--- src/rtl/can_irq_pkg.sv ---
package can_irq_pkg;
  localparam int NUM_BUF_DEF = 16;
  localparam int EXTRA_SRC   = 3;  // bus-off, error, wake-up after the buffers
endpackage

--- src/rtl/can_irq_gate.sv ---
module can_irq_gate #(
  parameter int NUM_BUF = 16,
  localparam int NUM_SRC = NUM_BUF + can_irq_pkg::EXTRA_SRC
) (
  input  logic [NUM_BUF-1:0] buf_flag_i,
  input  logic [NUM_BUF-1:0] buf_en_i,
  input  logic               bus_off_i,
  input  logic               bus_off_en_i,
  input  logic               err_i,
  input  logic               err_en_i,
  input  logic               wake_i,
  input  logic               wake_en_i,
  output logic [NUM_SRC-1:0] pend_o,
  output logic               any_o
);
  // bit index equals source code
  assign pend_o = {wake_i & wake_en_i, err_i & err_en_i, bus_off_i & bus_off_en_i,
                   buf_flag_i & buf_en_i};
  assign any_o  = |pend_o;
endmodule

--- src/rtl/can_irq_prio_enc.sv ---
module can_irq_prio_enc #(
  parameter int N = 19,
  parameter int W = 5
) (
  input  logic [N-1:0] req_i,
  output logic [W-1:0] code_o
);
  always_comb begin
    code_o = '0;
    for (int i = N - 1; i >= 0; i--) begin
      if (req_i[i]) code_o = W'(i);
    end
  end
endmodule

--- src/rtl/can_irq_level_dec.sv ---
module can_irq_level_dec #(
  parameter int LVL_W = 3,
  localparam int LINES = (1 << LVL_W) - 1
) (
  input  logic             en_i,
  input  logic [LVL_W-1:0] level_i,
  output logic [LINES:1]   irq_o
);
  always_comb begin
    irq_o = '0;
    for (int k = 1; k <= LINES; k++) begin
      if (en_i && (level_i == LVL_W'(k))) irq_o[k] = 1'b1;
    end
  end
endmodule

--- src/rtl/can_irq_ack_ctrl.sv ---
module can_irq_ack_ctrl #(
  parameter int LVL_W = 3,
  parameter int VEC_W = 8
) (
  input  logic             clk_i,
  input  logic             rst_ni,
  input  logic             iack_i,
  input  logic [LVL_W-1:0] iack_level_i,
  input  logic [LVL_W-1:0] level_i,
  input  logic             any_i,
  input  logic [VEC_W-1:0] vec_i,
  input  logic             arb_win_i,
  output logic             arb_req_o,
  output logic             vec_valid_o,
  output logic [VEC_W-1:0] vec_o
);
  logic             iack_q, hit_q;
  logic [VEC_W-1:0] vec_q;
  logic             start;

  assign start = iack_i & ~iack_q;

  always_ff @(posedge clk_i or negedge rst_ni) begin
    if (!rst_ni) begin
      iack_q <= 1'b0;
      hit_q  <= 1'b0;
      vec_q  <= '0;
    end else begin
      iack_q <= iack_i;
      if (start) begin
        hit_q <= any_i && (level_i != '0) && (iack_level_i == level_i);
        vec_q <= vec_i;
      end else if (!iack_i) begin
        hit_q <= 1'b0;
      end
    end
  end

  assign arb_req_o   = hit_q & iack_i;
  assign vec_valid_o = arb_req_o & arb_win_i;
  assign vec_o       = vec_valid_o ? vec_q : '0;
endmodule

--- src/rtl/can_irq_vector_gen.sv ---
module can_irq_vector_gen #(
  parameter int NUM_BUF = can_irq_pkg::NUM_BUF_DEF,
  parameter int LVL_W   = 3,
  parameter int BASE_W  = 3,
  localparam int NUM_SRC = NUM_BUF + can_irq_pkg::EXTRA_SRC,
  localparam int CODE_W  = $clog2(NUM_SRC),
  localparam int VEC_W   = BASE_W + CODE_W,
  localparam int LINES   = (1 << LVL_W) - 1
) (
  input  logic               clk_i,
  input  logic               rst_ni,
  input  logic [NUM_BUF-1:0] buf_flag_i,
  input  logic [NUM_BUF-1:0] buf_en_i,
  input  logic               bus_off_i,
  input  logic               bus_off_en_i,
  input  logic               err_i,
  input  logic               err_en_i,
  input  logic               wake_i,
  input  logic               wake_en_i,
  input  logic [LVL_W-1:0]   level_i,
  input  logic [BASE_W-1:0]  vec_base_i,
  output logic [LINES:1]     irq_o,
  input  logic               iack_i,
  input  logic [LVL_W-1:0]   iack_level_i,
  input  logic               arb_win_i,
  output logic               arb_req_o,
  output logic               vec_valid_o,
  output logic [VEC_W-1:0]   vec_o
);
  logic [NUM_SRC-1:0] pend;
  logic               any_pend;
  logic [CODE_W-1:0]  code;

  can_irq_gate #(.NUM_BUF(NUM_BUF)) u_gate (
    .buf_flag_i, .buf_en_i, .bus_off_i, .bus_off_en_i,
    .err_i, .err_en_i, .wake_i, .wake_en_i,
    .pend_o(pend), .any_o(any_pend)
  );

  can_irq_prio_enc #(.N(NUM_SRC), .W(CODE_W)) u_enc (
    .req_i(pend), .code_o(code)
  );

  can_irq_level_dec #(.LVL_W(LVL_W)) u_dec (
    .en_i(any_pend), .level_i, .irq_o
  );

  can_irq_ack_ctrl #(.LVL_W(LVL_W), .VEC_W(VEC_W)) u_ack (
    .clk_i, .rst_ni, .iack_i, .iack_level_i, .level_i,
    .any_i(any_pend), .vec_i({vec_base_i, code}), .arb_win_i,
    .arb_req_o, .vec_valid_o, .vec_o
  );
endmodule

--- config.mk ---
export PLATFORM = sky130hd
export DESIGN_NAME = can_irq_vector_gen
export DESIGN_NICKNAME = d
export VERILOG_FILES = /design/src/rtl/can_irq_pkg.sv /design/src/rtl/can_irq_gate.sv /design/src/rtl/can_irq_prio_enc.sv /design/src/rtl/can_irq_level_dec.sv /design/src/rtl/can_irq_ack_ctrl.sv /design/src/rtl/can_irq_vector_gen.sv
export SDC_FILE = /design/constraint.sdc
export NUM_CORES = 1
export LEC_CHECK = 0
export BUFFER_PORTS_ARGS = -buffer_cell sky130_fd_sc_hd__buf_2
export CORE_MARGIN = 2
export CORE_UTILIZATION = 39
export CTS_CLUSTER_DIAMETER = 40
export DETAILED_ROUTE_END_ITERATION = 10
export GPL_TIMING_DRIVEN = 0
export PLACE_DENSITY = 0.87
export SLEW_MARGIN = 20
export SYNTH_ARGS = -nofsm -noshare
export SYNTH_HDL_FRONTEND = slang
export SYNTH_SLANG_ARGS = --single-unit
--- constraint.sdc ---
create_clock -name clk_i -period 2 [get_ports clk_i]
set_input_delay 0.4 -clock clk_i [delete_from_list [all_inputs] [get_ports clk_i]]
set_output_delay 0.4 -clock clk_i [all_outputs]
set_load 0.05 [all_outputs]
==> reports/results.ini <==
[final_layout]
antenna_cells=0
final_core_util=0.7376
area_delta_synth_final_pct=73.76
final_area_um2=1491
nets=231
layout.cells.non_filler=206
drive_gt1_frac=0.5531

[sta]
worst_slack_ns=-0.06858
worst_slew_pin_slew_ns=0.4173
maxSlewHeadroom=0.7218
finalSetupTns_ns=-0.3654
hold_viol_final=0
slew_violations=0
rsz0062_at_grt=yes
setup_viol=7
hold_slack_ns=0.2784
clock.fmax_mhz=483.4
fin_crit_ns=2.069
fin_skew_ns=0.006921
fin_crit_sh=1.034

[floorplanning]
core.rowCount=16
fp.dieH_um=50.91
ioPinCount=68
die_w_um=50.91
initial_core_util=0.4245
coreArea_um2=2022
dieArea_um2=2592

[setup_path]
cp.arrival_ns=1.67
path_cells=buf_6, a22o_4, nor4_4, and3_4, nand2b_4, nor3_2, buf_6
startpoint_type=input pin
slowest_delay_ns=0.29
cp_common_cell=buf_6
path_max_fanout=4
crit_buf_inv=2
worstSetupPathType=input pin to output port
worstPathRequired_ns=1.60
cpMaxStageDelayCell=nor4_4
crit_family=simple AND/OR/NAND/NOR gates
setup.worst_path.end_class=output port

[pwr]
power_mw=0.6740
leakagePower_nw=0.7563
ir_worst_vdd_mv=0.2853
power_density_nw_per_um2=451.9

[outcome]
violations=setup timing
status=finished, violations left

[global_route]
grt_max_degree=11
antenna_found_initial=0
globalRouteTotalUtil=0.2151
grt_pass1_wl_um=4305
grt_pass1_vias=1047
grt-ovfl-total=0

[yosys]
yosys_warnings=0
syn_area_per_cell_um2=8.849
synth_ff_type=dfrtp_1
yosysUniqueCellTypes=32
synth_area_um2=858.3
syn_nets=148
syn_inst=97
synth_edf_count=0
synth-seq-area-share=0.2915
ys_ff_latch=10
async_reset_ff_frac=1.000

[clock_tree]
cts-root-buf=clkbuf_4
cts_made_buffers=3
htreeDepth=1
clock_sinks=10
tritoncts=built
clock_latency_ns=0.26
clkTransAtPathRegs_ns=0.07
clk_path_buf_depth=2

[drt]
vias=1092
via_per_inst=5.301
postRouteWirelength_um=2774
dr.pass1.iters=6
drcViolationCount=0
detail-route-antenna-nets=0
drtIter0Drc=30
routedWlPerCell_um=13.47

[hold_path]
hp-class=input pin to flip-flop

[placement]
gp_congestion=0.7297
dp_cells=191
port_buffers=67
dp_hpwl_um=2061
placed_area_um2=1241
pre_cts_slack_ns=-0.1605

[flow_run]
maxCapViolCount=0

repair_timing:
| item | 4_1_cts | 5_1_grt |
|---|---|---|
| hold buffers | 1 | 0 |
| gates cloned | 0 | 0 |
| endpoints found under the setup margin | 7 | 7 |
| pin swaps | 4 | 2 |
| hold endpoints to repair | 10 | 0 |
| buffers inserted | 7 | 3 |
| resized for setup | 22 | 5 |
path summary, 6_finish.rpt:
| kind | from | end | slack, ns | depth (start not counted) |
|---|---|---|---|---|
| max in group asynchronous | rst_ni | u_ack.vec_q[7]$_DFFE_PN0P_ | 1.28 | 2 |
| max | buf_flag_i[12] | irq_o[4] | -0.07 | 7 |
| max reg2reg | u_ack.iack_q$_DFF_PN0_ | u_ack.vec_q[5]$_DFFE_PN0P_ | 0.57 | 3 |
| min | iack_i | u_ack.iack_q$_DFF_PN0_ | 0.28 | 1 |
| min in group asynchronous | rst_ni | u_ack.vec_q[6]$_DFFE_PN0P_ | 0.53 | 2 |
| min reg2reg | u_ack.iack_q$_DFF_PN0_ | u_ack.hit_q$_DFFE_PN0P_ | 0.49 | 1 |
report_power, final:
part / leakage, nW / switching (mW) / internal (mW) / total [mW]
Combinational: 0.609 / 0.127 / 0.133 / 0.260
Clock: 0.0210 / 0.0680 / 0.110 / 0.178
Sequential: 0.126 / 0.0118 / 0.224 / 0.236
worst reg2reg max path, stage by stage (launching register included):
cell	delay, ns
dfrtp_1	0.35
nand2b_1	0.20
clkbuf_1	0.37
mux2_2	0.39
synthesized netlist by cell type, types with 2 or more instances:
master	number	area, um2
nand2_1	12	45.04
dfrtp_1	10	250.2
a22o_1	9	78.83
and2_1	9	56.30
nor2_1	8	30.03
nor3_1	5	25.02
nand2b_1	4	25.02
a21o_1	3	22.52
a21oi_1	3	15.01
mux2_2	3	33.78
o21ai_0	3	15.01
a222oi_1	2	20.02
a32o_1	2	20.02
clkbuf_1	2	7.510
nand3_1	2	10.01
nor4_4	2	42.54
o31ai_1	2	15.01
xor2_1	2	17.52
layout make-up:
| class | instances | area (um2) |
|---|---|---|
| repair buffers | 78 | 509.2 |
| flip-flops and latches | 10 | 250.2 |
| clock buffers | 4 | 36.28 |
| plain buffers | 2 | 8.758 |
| multi-input cells | 85 | 653.1 |
| fillers | 148 | 530.5 |
| well taps | 27 | 33.78 |
kinds of logic after synthesis:
logic type,share of synthesized area
compound gates,0.3032
xor+xnor,0.02041
buf+inv,0.008750
flops,0.2915
mux,0.03936
simple gates,0.3367
metal layers:
| layer | global-route usage | share of wire | vias to the layer above |
|---|---|---|---|
| li1 | - | - | 547 |
| met1 | 0.2364 | 0.38 | 493 |
| met2 | 0.4156 | 0.55 | 48 |
| met3 | 0.02632 | 0.065 | 4 |
| met4 | 0.07658 | 0.010 | 0 |
| met5 | 0 | 0 | - |
registers in the layout (all words and copies together), names as in the netlist:
name	flops
u_ack.hit_q	1
u_ack.iack_q	1
u_ack.vec_q	8
layout by cell type (no fill, tap or decap), types with 3 or more instances in the layout:
cell type,count
buf_2,51
buf_6,13
buf_4,13
nand2_1,12
dfrtp_1,10
and2_1,9
a22o_1,5
a22o_4,5
nor2_1,5
nand2b_1,4
nor3_1,4
a21o_1,3
a21oi_1,3
o21ai_0,3
mux2_2,3
clkbuf_4,3
Note: power is estimated with default switching activity, not from simulation.
